`src/rtl/vlr_pkg.sv`:
```
package vlr_pkg;

    localparam int BAG_EXP_W = 3;
    localparam int CNT_W     = 8;

    // Convert a spacing exponent into a count of millisecond strobes.
    function automatic logic [CNT_W-1:0] bag_ticks(input logic [BAG_EXP_W-1:0] e);
        return CNT_W'(1) << e;
    endfunction

endpackage

```
`src/rtl/vlr_gap_timer.sv`:
```
module vlr_gap_timer
    import vlr_pkg::*;
(
    input  logic                 clk,
    input  logic                 rst_n,
    input  logic                 tick,
    input  logic                 load,
    input  logic [BAG_EXP_W-1:0] bag_exp,
    output logic                 eligible
);

    typedef struct packed {
        logic [CNT_W-1:0] cnt;
    } tmr_t;

    tmr_t st_d, st_q;

    always_comb begin
        st_d = st_q;
        if (load) begin
            // A strobe on the issuing edge is not counted.
            st_d.cnt = bag_ticks(bag_exp);
        end else if (tick && (st_q.cnt != '0)) begin
            st_d.cnt = st_q.cnt - CNT_W'(1);
        end
    end

    always_ff @(posedge clk) begin
        if (!rst_n) begin
            st_q <= '0;
        end else begin
            st_q <= st_d;
        end
    end

    assign eligible = (st_q.cnt == '0);

endmodule

```
`src/rtl/vlr_len_police.sv`:
```
module vlr_len_police #(
    parameter int N_LINKS = 4,
    parameter int LEN_W   = 11,
    localparam int LINK_W = (N_LINKS > 1) ? $clog2(N_LINKS) : 1
) (
    input  logic [LINK_W-1:0]        req_link,
    input  logic [LEN_W-1:0]         req_len,
    input  logic [N_LINKS*LEN_W-1:0] cfg_max_len,
    output logic                     len_ok
);

    logic [LEN_W-1:0] limit;
    logic             in_range;

    always_comb begin
        limit    = '0;
        in_range = 1'b0;
        for (int i = 0; i < N_LINKS; i++) begin
            if (LINK_W'(i) == req_link) begin
                limit    = cfg_max_len[i*LEN_W +: LEN_W];
                in_range = 1'b1;
            end
        end
        len_ok = in_range && (req_len <= limit);
    end

endmodule

```
`src/rtl/vlr_rr_arbiter.sv`:
```
module vlr_rr_arbiter #(
    parameter int N_LINKS = 4,
    localparam int LINK_W = (N_LINKS > 1) ? $clog2(N_LINKS) : 1
) (
    input  logic               clk,
    input  logic               rst_n,
    input  logic [N_LINKS-1:0] req,
    input  logic               advance,
    output logic               pick_valid,
    output logic [LINK_W-1:0]  pick_idx
);

    typedef struct packed {
        logic [LINK_W-1:0] last;
    } arb_t;

    arb_t st_d, st_q;

    // Scan starts just after the most recent winner and wraps around.
    always_comb begin
        int               idx;
        logic [LINK_W-1:0] idx_w;
        pick_valid = 1'b0;
        pick_idx   = '0;
        for (int off = 1; off <= N_LINKS; off++) begin
            idx = int'(st_q.last) + off;
            if (idx >= N_LINKS) begin
                idx = idx - N_LINKS;
            end
            idx_w = LINK_W'(idx);
            if (!pick_valid && req[idx_w]) begin
                pick_valid = 1'b1;
                pick_idx   = idx_w;
            end
        end
    end

    always_comb begin
        st_d = st_q;
        if (advance && pick_valid) begin
            st_d.last = pick_idx;
        end
    end

    always_ff @(posedge clk) begin
        if (!rst_n) begin
            st_q.last <= LINK_W'(N_LINKS - 1);
        end else begin
            st_q <= st_d;
        end
    end

endmodule

```
`src/rtl/vl_tx_regulator.sv`:
```
module vl_tx_regulator
    import vlr_pkg::*;
#(
    parameter int N_LINKS = 4,
    parameter int LEN_W   = 11,
    localparam int LINK_W = (N_LINKS > 1) ? $clog2(N_LINKS) : 1
) (
    input  logic                         clk,
    input  logic                         rst_n,
    input  logic                         ms_tick,
    input  logic [N_LINKS*BAG_EXP_W-1:0] cfg_bag_exp,
    input  logic [N_LINKS*LEN_W-1:0]     cfg_max_len,
    input  logic                         req_valid,
    input  logic [LINK_W-1:0]            req_link,
    input  logic [LEN_W-1:0]             req_len,
    output logic                         req_err,
    output logic                         grant_valid,
    output logic [LINK_W-1:0]            grant_link,
    output logic [LEN_W-1:0]             grant_len,
    input  logic                         tx_done
);

    typedef struct packed {
        logic [N_LINKS-1:0]            pend;
        logic [N_LINKS-1:0][LEN_W-1:0] len;
        logic                          gv;
        logic [LINK_W-1:0]             gl;
        logic [LEN_W-1:0]              glen;
        logic                          err;
    } reg_t;

    reg_t st_d, st_q;

    logic [N_LINKS-1:0] elig;
    logic [N_LINKS-1:0] load;
    logic [N_LINKS-1:0] arb_req;
    logic               arb_valid;
    logic [LINK_W-1:0]  arb_pick;
    logic               issue;
    logic               len_ok;

    // One spacing timer per link.
    for (genvar gi = 0; gi < N_LINKS; gi++) begin : g_timer
        vlr_gap_timer u_tmr (
            .clk      (clk),
            .rst_n    (rst_n),
            .tick     (ms_tick),
            .load     (load[gi]),
            .bag_exp  (cfg_bag_exp[gi*BAG_EXP_W +: BAG_EXP_W]),
            .eligible (elig[gi])
        );
        assign load[gi] = issue && (arb_pick == LINK_W'(gi));
    end

    vlr_len_police #(.N_LINKS(N_LINKS), .LEN_W(LEN_W)) u_police (
        .req_link    (req_link),
        .req_len     (req_len),
        .cfg_max_len (cfg_max_len),
        .len_ok      (len_ok)
    );

    assign arb_req = st_q.pend & elig;
    assign issue   = !st_q.gv && arb_valid;

    vlr_rr_arbiter #(.N_LINKS(N_LINKS)) u_arb (
        .clk        (clk),
        .rst_n      (rst_n),
        .req        (arb_req),
        .advance    (issue),
        .pick_valid (arb_valid),
        .pick_idx   (arb_pick)
    );

    always_comb begin
        st_d     = st_q;
        st_d.err = 1'b0;

        // Release of the outstanding grant.
        if (st_q.gv && tx_done) begin
            st_d.gv = 1'b0;
        end

        // New grant only when nothing is outstanding.
        if (issue) begin
            st_d.gv             = 1'b1;
            st_d.gl             = arb_pick;
            st_d.glen           = st_q.len[arb_pick];
            st_d.pend[arb_pick] = 1'b0;
        end

        // Intake; a fresh request on the link just granted re-arms it.
        if (req_valid) begin
            if (len_ok) begin
                st_d.pend[req_link] = 1'b1;
                st_d.len[req_link]  = req_len;
            end else begin
                st_d.err = 1'b1;
            end
        end
    end

    always_ff @(posedge clk) begin
        if (!rst_n) begin
            st_q <= '0;
        end else begin
            st_q <= st_d;
        end
    end

    assign req_err     = st_q.err;
    assign grant_valid = st_q.gv;
    assign grant_link  = st_q.gl;
    assign grant_len   = st_q.glen;

endmodule

```
`config.mk`:
```
export PLATFORM = sky130hd
export DESIGN_NAME = vl_tx_regulator
export DESIGN_NICKNAME = d
export VERILOG_FILES = /design/src/rtl/vlr_pkg.sv /design/src/rtl/vlr_gap_timer.sv /design/src/rtl/vlr_len_police.sv /design/src/rtl/vlr_rr_arbiter.sv /design/src/rtl/vl_tx_regulator.sv
export SDC_FILE = /design/constraint.sdc
export NUM_CORES = 1
export LEC_CHECK = 0
export BUFFER_PORTS_ARGS = -buffer_cell sky130_fd_sc_hd__buf_2
export CORE_ASPECT_RATIO = 1.5
export CORE_MARGIN = 8
export CORE_UTILIZATION = 55
export CTS_BUF_LIST = sky130_fd_sc_hd__clkbuf_16
export DETAILED_ROUTE_END_ITERATION = 7
export GPL_ROUTABILITY_DRIVEN = 0
export PLACE_DENSITY = 0.87
export REMOVE_ABC_BUFFERS = 1
export SLEW_MARGIN = 0
export SYNTH_ARGS = -nofsm -noshare
export SYNTH_HDL_FRONTEND = slang
export SYNTH_HIERARCHICAL = 1
export SYNTH_SLANG_ARGS = --single-unit
```
`constraint.sdc`:
```
create_clock -name clk -period 5.9 [get_ports clk]
set_input_delay 1.77 -clock clk [delete_from_list [all_inputs] [get_ports clk]]
set_output_delay 1.77 -clock clk [all_outputs]
set_load 0.005 [all_outputs]
```
**Yosys cells after proc, flatten, opt, wreduce, memory -nomap -nowiden**

Index checks and enable logic that the tools add are counted.

- Flip-flop bits (word level): 97
- Bits of input ports: 74
- Output and inout port bits: 15
- Word-level logic and storage cells: 142

- Add/subtract/negate cells: 12
- Order comparisons: 13
- Equality and inequality tests: 6
- Shift operators: 4
- Mux-type cells: 51
- Bitwise logic cells: 4
- Reductions and logical operators: 38

Operator list:

| operator | number |
|---|---|
| 48-bit two-way mux | 2 |
| 11-bit two-way mux | 6 |
| 8-bit two-way mux | 8 |
| 44-bit bitwise mux | 1 |
| 8-bit logical NOT | 4 |
| 8-bit nonzero test | 4 |
| 1-bit by 3-bit << shifter with 8-bit output, first input constant | 4 |
| 8-bit by 1-bit subtractor with 8-bit output, second input constant | 4 |
| 11-bit binary-select mux with 2-bit select | 1 |
| 11-bit demux with 2-bit select | 1 |
| 2-bit by 3-bit less-than comparator with 1-bit output, second input constant | 6 |
| 1-bit logical AND | 17 |
| 1-bit two-way mux | 16 |
| 2-bit two-way mux | 8 |
| 14-bit two-way mux | 1 |
| 11-bit <= comparator | 1 |
| 2-bit nonzero test | 5 |
| 3-bit >= comparator, second input constant | 3 |
| 4-bit AND | 2 |
| 1-bit binary-select mux with 2-bit select | 4 |
| 2-bit by 1-bit subtractor with 2-bit output, second input constant | 4 |
| 2-bit by 2-bit adder with 3-bit output, second input constant | 2 |
| 2-bit by 3-bit adder with 4-bit output, second input constant | 1 |
| 1-bit demux with 2-bit select | 2 |
| other kinds (13) | 21 |

**Depth between registers and ports, before layout**

Gate-level depths: netlist of run 1.

- Depth in word-level cells: 25
- Mapped depth: 16
- Gate-level depth less buffers: 13

**Cells and area by module**

The synthesis of run 1 kept the hierarchy.

By module, submodules not included:

| module | instances | cells an instance | area an instance (µm²) | sequential area each (µm²) |
|---|---|---|---|---|
| vl_tx_regulator | 1 | 276 | 2598.7 | 1261.2 |
| vlr_gap_timer | 4 | 69 | 550.5 | 160.2 |
| vlr_len_police | 1 | 52 | 545.5 | 0.0 |
| vlr_rr_arbiter | 1 | 23 | 167.7 | 40.0 |

**Worst setup path before layout of run 1**

No wires, ideal clock.

- Kind: input-to-reg
- From: input port req_link[0]
- To: register with a tool-made name
- Setup time: 131 ps
- Arrival time: 3814 ps
- Data required time: 5769 ps
- Slack: 1955 ps
- Stages on the path: 12
- Buffers on the path: 2
- Cell sequence: buf_6 -> mux4_2 -> inv_1 -> ha_1 -> a21oi_1 -> o221ai_1 -> o21bai_1 -> a21o_1 -> nand4bb_1 -> clkbuf_1 -> nand3_1 -> o21ai_0

RTL lines:

| item | RTL line | RTL |
|---|---|---|
| start: declaration | vl_tx_regulator.sv:14 | `input logic [LINK_W-1:0] req_link,` |

==> results by group, run 1 <==
Worst setup path
  – Reg-to-reg startpoint: g_timer[3].u_tmr/st_q[4]
  – Crit path launch type: input port
  – CP Capture Type: flip-flop
  – WP data required: 6080 ps
  – Crit path kind: input port to flip-flop
  – CP startpoint: req_link[0]
  – Critical path peak fanout: 23
  – Arrival time at the worst endpoint: 4780 ps

Routing
  – TritonRoute pass-1 iters: 5
  – Final ANT Viol Nets: 0
  – Via-to-Cell Ratio: 6.272
  – # DRC: 0
  – Via count: 5074
  – DRT iter0 DRCs: 370
  – Wirelength per Cell: 17.32 um
  – WL final: 14010 um

Pwr
  – Pwr dens: 412.0 nW/um2
  – Leak Pwr: 2.505 nW
  – Peak supply drop: 0.2038 mV

Synthesis
  – Top cell type's share of synthesized area: 35.22%
  – Post-synth cell types: 57
  – Async SR Flop Fraction: 0%
  – Register area share after synthesis: 35.22%
  – Avg Cell Area, Syn: 8.794 um2
  – Synthesized cell area: 5514 um2
  – Top cells by count, synth: 97 x dfxtp_1, 65 x nand3_1, 59 x o21ai_0
  – Warnings from Yosys: 6
  – Most frequent cell after synthesis: dfxtp_1
  – Synth area leaders: dfxtp_1 35%, nand3_1 5.9%, o21ai_0 5.4%
  – Dominant synthesized flop cell: dfxtp_1
  – Register bit total from synthesis: 97
  – Cell taking the most area after synthesis: dfxtp_1
  – Post-synth EDFFs: 0
  – Post-Synthesis Cells: 627

Die
  – IO Count: 89
  – Die span in x: 97.76 um
  – Starting Density: 55.33%
  – Core outline area: 9966 um2
  – Die H: 138.6 um
  – Die ar.: 13550 um2
  – # rows: 45

Cells and area
  – Multi-input logic area: 3143 um2
  – Utilization after layout: 62.69%
  – Layout net count: 780
  – Diode count: 0
  – Layout area overhead: 13.30%
  – Share of layout cells above drive strength 1: 22.40%
  – Fill cells: 833
  – Register area: 1942 um2

Timing
  – Hold Vio Cnt, Final: 0
  – FMAX: 217.2 MHz
  – Period Utilization, post-route: 78.03%
  – Final min period: 4604 ps
  – Slew @ Worst Pin: 926.2 ps
  – Setup ws final: 1296 ps
  – TNS Setup: 0 ps
  – Setup repair after global routing missed its margin: no
  – Count of pins over their slew limit: 0
  – WHS: 477.0 ps
  – Final-report setup violation count: 0
  – Max-slew headroom: 38.08%
  – Worst Skew: 5.941 ps

GRT
  – Largest net degree at the start of global routing: 74
  – First-pass GRT wire length: 23450 um
  – Total grt overflow: 0
  – Gr usage total: 20.52%
  – Initial antenna violation count: 0
  – Vias in the first global route: 5326

Clock network
  – CTS Buf Count: 9
  – Cts repair resizes: 0
  – Clock Latency Late Sink: 340 ps
  – Clock root buffer: clkbuf_16
  – Hold buffers post-CTS: 0
  – Setup repair bufs after CTS: 0
  – Clock tree buffer depth: 2
  – CTS tree: done
  – TritonCTS Sinks: 97
  – H-tree Lvls: 3
  – CTS clk-pin slew, worst paths: 70 ps

Run
  – Max Cap Viol: 0

Place
  – HPWL after detailed placement: 10040 um
  – PortBufs: 88
  – Pre-CTS setup slack: 969.7 ps

Hold path
  – Min-Delay Path Class: flip-flop to flip-flop

Status
  – Status: complete, no violations
[kinds of logic (layout without fill, tap and decap cells)]
| kind of cell | Yosys count | after routing | synth area share, % |
|---|---|---|---|
| xor+xnor | 8 | 8 | 1.271 |
| simple gates | 212 | 212 | 21.01 |
| fa+ha+maj | 19 | 19 | 4.311 |
| buf+inv | 91 | 156 | 7.851 |
| compound gates | 167 | 167 | 21.78 |
| mux | 33 | 33 | 8.555 |
| flops | 97 | 97 | 35.22 |
[layer usage]
layer  vias to the layer above  global-route usage (%)  routed length (um)
met5                         -                       0                   0
met4                         0                   11.39                 400
met3                        31                   5.377                 930
met2                       197                   37.70                7291
met1                      2418                   20.24                5386
li1                       2428                       -                   -
[where the power goes]
| part | total (W) | switching (W) | internal, W |
|---|---|---|---|
| sequential | 0.000868 | 0.000104 | 0.000763 |
| clock | 0.000676 | 0.000257 | 0.000419 |
| combinational | 0.00103 | 0.000560 | 0.000470 |
| total | 0.00257 | 0.000921 | 0.00165 |
[placed cells by master, fill, tap and decap left out, drive strengths merged, types with 12 or more instances in the layout]
| cell | instances |
|---|---|
| dfxtp | 97 |
| buf | 95 |
| nand3 | 65 |
| o21ai | 59 |
| nand2 | 54 |
| inv | 47 |
| mux2i | 22 |
| nor2 | 19 |
| ha | 19 |
| o221ai | 16 |
| nand2b | 14 |
| a21oi | 12 |
| o32ai | 12 |
[path summary, 6_finish.rpt]
check / end / depth (start not counted) / slack (ps)
worst max-delay path: flip-flop / 11 / 1300
worst max register to register: g_timer[2].u_tmr/st_q[1] / 11 / 1720
worst min-delay path: flip-flop / 2 / 480
worst min register to register: flip-flop / 2 / 480
[stage by stage]
step	std cells	total power, W	cell area, um2
finish	809	0.002574	6247
detailed placement	793	0.001893	5896
global placement	793	0.001833	5896
global route	809	0.002734	6247
floorplan	581	0.001639	5250
CTS	809	0.002574	6247
[cell type report]
cell class	count	area share (%)
Clock buffer	9	3.605
Clock inverter	7	2.023
Inverter	45	2.704
Multi-Input combinational cell	439	50.31
Sequential cell	97	31.08
Tap cell	117	2.343
Timing Repair Buffer	95	7.931
[worst max-delay path, cell delays in order]
cell and delay, ps:
buf_2 340, mux4_1 600, inv_1 70, ha_1 240, a21oi_1 180, a211oi_1 90
o21bai_1 140, a21o_1 200, nand4bb_1 680, nand3_1 310, o21ai_0 140
Note: power is estimated with default switching activity, not from simulation.
==> inputs of run 2 (changes only) <==
--- a/config.mk
+++ b/config.mk
@@ -5,6 +5,7 @@
 export SDC_FILE = /design/constraint.sdc
 export NUM_CORES = 1
 export LEC_CHECK = 0
+export ABC_AREA = 1
 export BUFFER_PORTS_ARGS = -buffer_cell sky130_fd_sc_hd__buf_2
 export CORE_ASPECT_RATIO = 1.5
 export CORE_MARGIN = 8
@@ -12,7 +13,7 @@
 export CTS_BUF_LIST = sky130_fd_sc_hd__clkbuf_16
 export DETAILED_ROUTE_END_ITERATION = 7
 export GPL_ROUTABILITY_DRIVEN = 0
-export PLACE_DENSITY = 0.87
+export PLACE_DENSITY = 0.86
 export REMOVE_ABC_BUFFERS = 1
 export SLEW_MARGIN = 0
 export SYNTH_ARGS = -nofsm -noshare
==> constraint.sdc (replaced) <==
create_clock -name clk -period 4.7 [get_ports clk]
set_input_delay 1.41 -clock clk [delete_from_list [all_inputs] [get_ports clk]]
set_output_delay 1.41 -clock clk [all_outputs]
set_load 0.005 [all_outputs]
==> run 2 against run 1 <==
  * Area after synthesis rose by 12%
  * First-iteration DRC count fell by 12%
  * Utilization fell by 0.65 points
  * Largest cell class unchanged
==> results by group, run 2 <==
Synthesis
  – Post-Synth Adder-Cell Area: 3.838%
  – Most frequent cell after synthesis: nor2_1
  – Cell taking the most area after synthesis: dfxtp_1
  – Post-synthesis mux area share: 0%
  – Post-synth cell types: 33
  – Post-synth EDFFs: 0
  – Top cells by count, synth: 230 x nor2_1, 197 x nand2_1, 105 x nand3_1
  – Post-synthesis compound-gate area fraction: 13.01%
  – Post-Synthesis Cells: 987
  – Register area share after synthesis: 31.35%
  – Synth area leaders: dfxtp_1 31%, nor2_1 14%, nand2_1 12%
  – Avg Cell Area, Syn: 6.276 um2
  – Synthesized cell area: 6195 um2
  – Async SR Flop Fraction: 0%
  – Register bit total from synthesis: 97
  – Main combinational cell family by area after synthesis: simple AND/OR/NAND/NOR gates
  – Xor and xnor area share after synthesis: 0%
  – Top cell type's share of synthesized area: 31.35%
  – Post-Synth Simple-Gate Area: 40.72%
  – Warnings from Yosys: 6
  – Dominant synthesized flop cell: dfxtp_1

Clock network
  – Clock tree buffer depth: 2
  – CTS Buf Count: 9
  – Clock Latency Late Sink: 350 ps
  – Setup repair bufs after CTS: 0
  – TritonCTS Sinks: 97
  – Cts repair resizes: 0
  – H-tree Lvls: 3
  – Clock root buffer: clkbuf_16
  – Hold buffers post-CTS: 0
  – CTS clk-pin slew, worst paths: 70 ps
  – CTS tree: done

Die
  – IO Count: 89
  – Starting Density: 56.33%
  – Die H: 146.0 um
  – Die span in x: 102.7 um
  – # rows: 47
  – Die ar.: 14980 um2
  – Core outline area: 11000 um2

Status
  – Status: complete, no violations

Hold path
  – Min-delay src: grant_link[1]
  – WHS Endpoint: grant_link[1]
  – WHS Path Cells: 2
  – Min-Delay Path Class: flip-flop to flip-flop

Place
  – Cells after DPL: 1181
  – HPWL after detailed placement: 11520 um
  – PortBufs: 88

Routing
  – Via count: 6389
  – Final ANT Viol Nets: 0
  – TritonRoute pass-1 iters: 5
  – Wirelength per Cell: 13.15 um
  – DRT iter0 DRCs: 327
  – Via-to-Cell Ratio: 5.338
  – # DRC: 0
  – WL final: 15740 um

Pwr
  – Leak Pwr: 3.371 nW
  – Peak supply drop: 0.1701 mV
  – Pwr dens: 375.6 nW/um2
  – Final Total Pwr: 0.002562 W

Timing
  – Max-slew headroom: 64.60%
  – Worst Skew: 9.445 ps
  – Count of pins over their slew limit: 0
  – Slew @ Worst Pin: 531.0 ps
  – Setup repair after global routing missed its margin: no
  – Final min period: 3767 ps
  – FMAX: 265.5 MHz
  – TNS Setup: 0 ps
  – Final-report setup violation count: 0
  – Period Utilization, post-route: 80.14%
  – Hold Vio Cnt, Final: 0

Worst setup path
  – Largest stage delay, worst path: 380 ps
  – Most used cell, CP: nand2_1
  – Reg-to-reg startpoint: g_timer[3].u_tmr/st_q[0]
  – Worst path cell trace: buf_2 -> nor2_2 -> nand2_1 -> nand3_1 -> a21oi_1 -> ha_1 -> nand2_1 -> inv_1 -> nand2_1 -> nor2_1 -> nand4_1 -> nand2_1 -> nand2_2 -> nor2_2 -> inv_1 -> nor2_1 -> nor2_1
  – Critical path peak fanout: 16
  – Crit path launch type: input port
  – Slowest CP cell: nor2_2
  – WP data required: 4940 ps
  – CP startpoint: req_link[0]
  – Crit path kind: input port to flip-flop
  – CP Capture Type: flip-flop
  – R2r worst-path depth: 26
  – Arrival time at the worst endpoint: 4010 ps
  – Reg2reg setup slack: 1110 ps
  – Reg2reg end: g_timer[0].u_tmr/st_q[1]

GRT
  – Initial antenna violation count: 0
  – Largest net degree at the start of global routing: 62
  – Vias in the first global route: 5998
  – Gr usage total: 21.06%
  – First-pass GRT wire length: 26030 um
  – Total grt overflow: 0

Cells and area
  – Layout area overhead: 10.12%
  – Layout Cells excl Fill: 1197
  – Most common cell after layout, fill and taps aside: nor2_1
  – Share of layout cells above drive strength 1: 16.10%
  – Most frequent cells in the layout: 230 x nor2_1, 197 x nand2_1, 105 x nand3_1
  – Diode count: 0
  – Layout net count: 1138

Run
  – Max Cap Viol: 0
==> run 2: changes by cell type after synthesis, moves of 12 or more <==
cell      delta
o21ai_0     +25
o32ai_1     -12
o21ai_1     +27
nand2b_1    -13
nand3_1     +40
nand2_1    +144
a21oi_1     +15
mux2i_1     -22
nand2_2     +14
clkbuf_1    -13
nor2_1     +211
inv_1       +33
==> run 2: per-stage QoR <==
step	hold slack [ps]	setup slack [ps]	util (%)	area, um2
floorplan	450.6	779.2	-	5869
global placement	462.6	676.6	59.45	6538
detailed placement	466.4	632.1	59.45	6538
CTS	476.9	999.0	62.03	6822
global route	494.4	660.6	62.03	6822
finish	479.2	933.3	62.03	6822
==> run 2: cells by family (layout without fill, tap and decap cells) <==
family,count (synthesis),count (layout)
adder cells (fa/ha/maj),19,19
AO/OA/AOI/OAI,149,149
AND/OR/NAND/NOR,583,583
buffers and inverters,139,202
flip-flops,97,97
==> run 2: per-layer routing <==
layer / wire length, um / GRT usage [%] / vias up
met1: 6331 / 23.29 / 2860
met5: 0 / 0 / -
li1: - / - / 3264
met3: 925 / 4.071 / 46
met4: 494 / 9.815 / 0
met2: 7986 / 36.95 / 219
==> run 2: area by class of cell <==
| type | instances | area (um2) |
|---|---|---|
| clock inverters | 7 | 58.81 |
| clock buffers | 9 | 225.2 |
| flip-flops and latches | 97 | 1942 |
| inverters | 93 | 361.6 |
| repair buffers | 93 | 478.0 |
| fillers | 1071 | 4175 |
| multi-input cells | 751 | 3572 |
| well taps | 147 | 183.9 |
==> run 2: worst max-delay path by stage <==
| stage | end | slack, ps |
|---|---|---|
| after global routing | flip-flop | 660 |
| after global placement | flip-flop | 680 |
| after detailed placement | flip-flop | 630 |
| final | flip-flop | 930 |
| after CTS | flip-flop | 1000 |
| after floorplan | g_timer[0].u_tmr/st_q[1] | 780 |
==> run 2: power by group <==
group | switching (W) | internal, W | total [W] | leakage [nW]
clock | 0.000344 | 0.000369 | 0.000713 | 0.139
combinational | 0.000552 | 0.000303 | 0.000855 | 2.44
sequential | 0.0000711 | 0.000924 | 0.000995 | 0.794
==> run 2: critical path, delay by kind of cell <==
family	cells	cell delay, ps
adder cells (fa/ha/maj)	1	290
buffers and inverters	3	550
AND/OR/NAND/NOR	12	1680
AO/OA/AOI/OAI	1	40
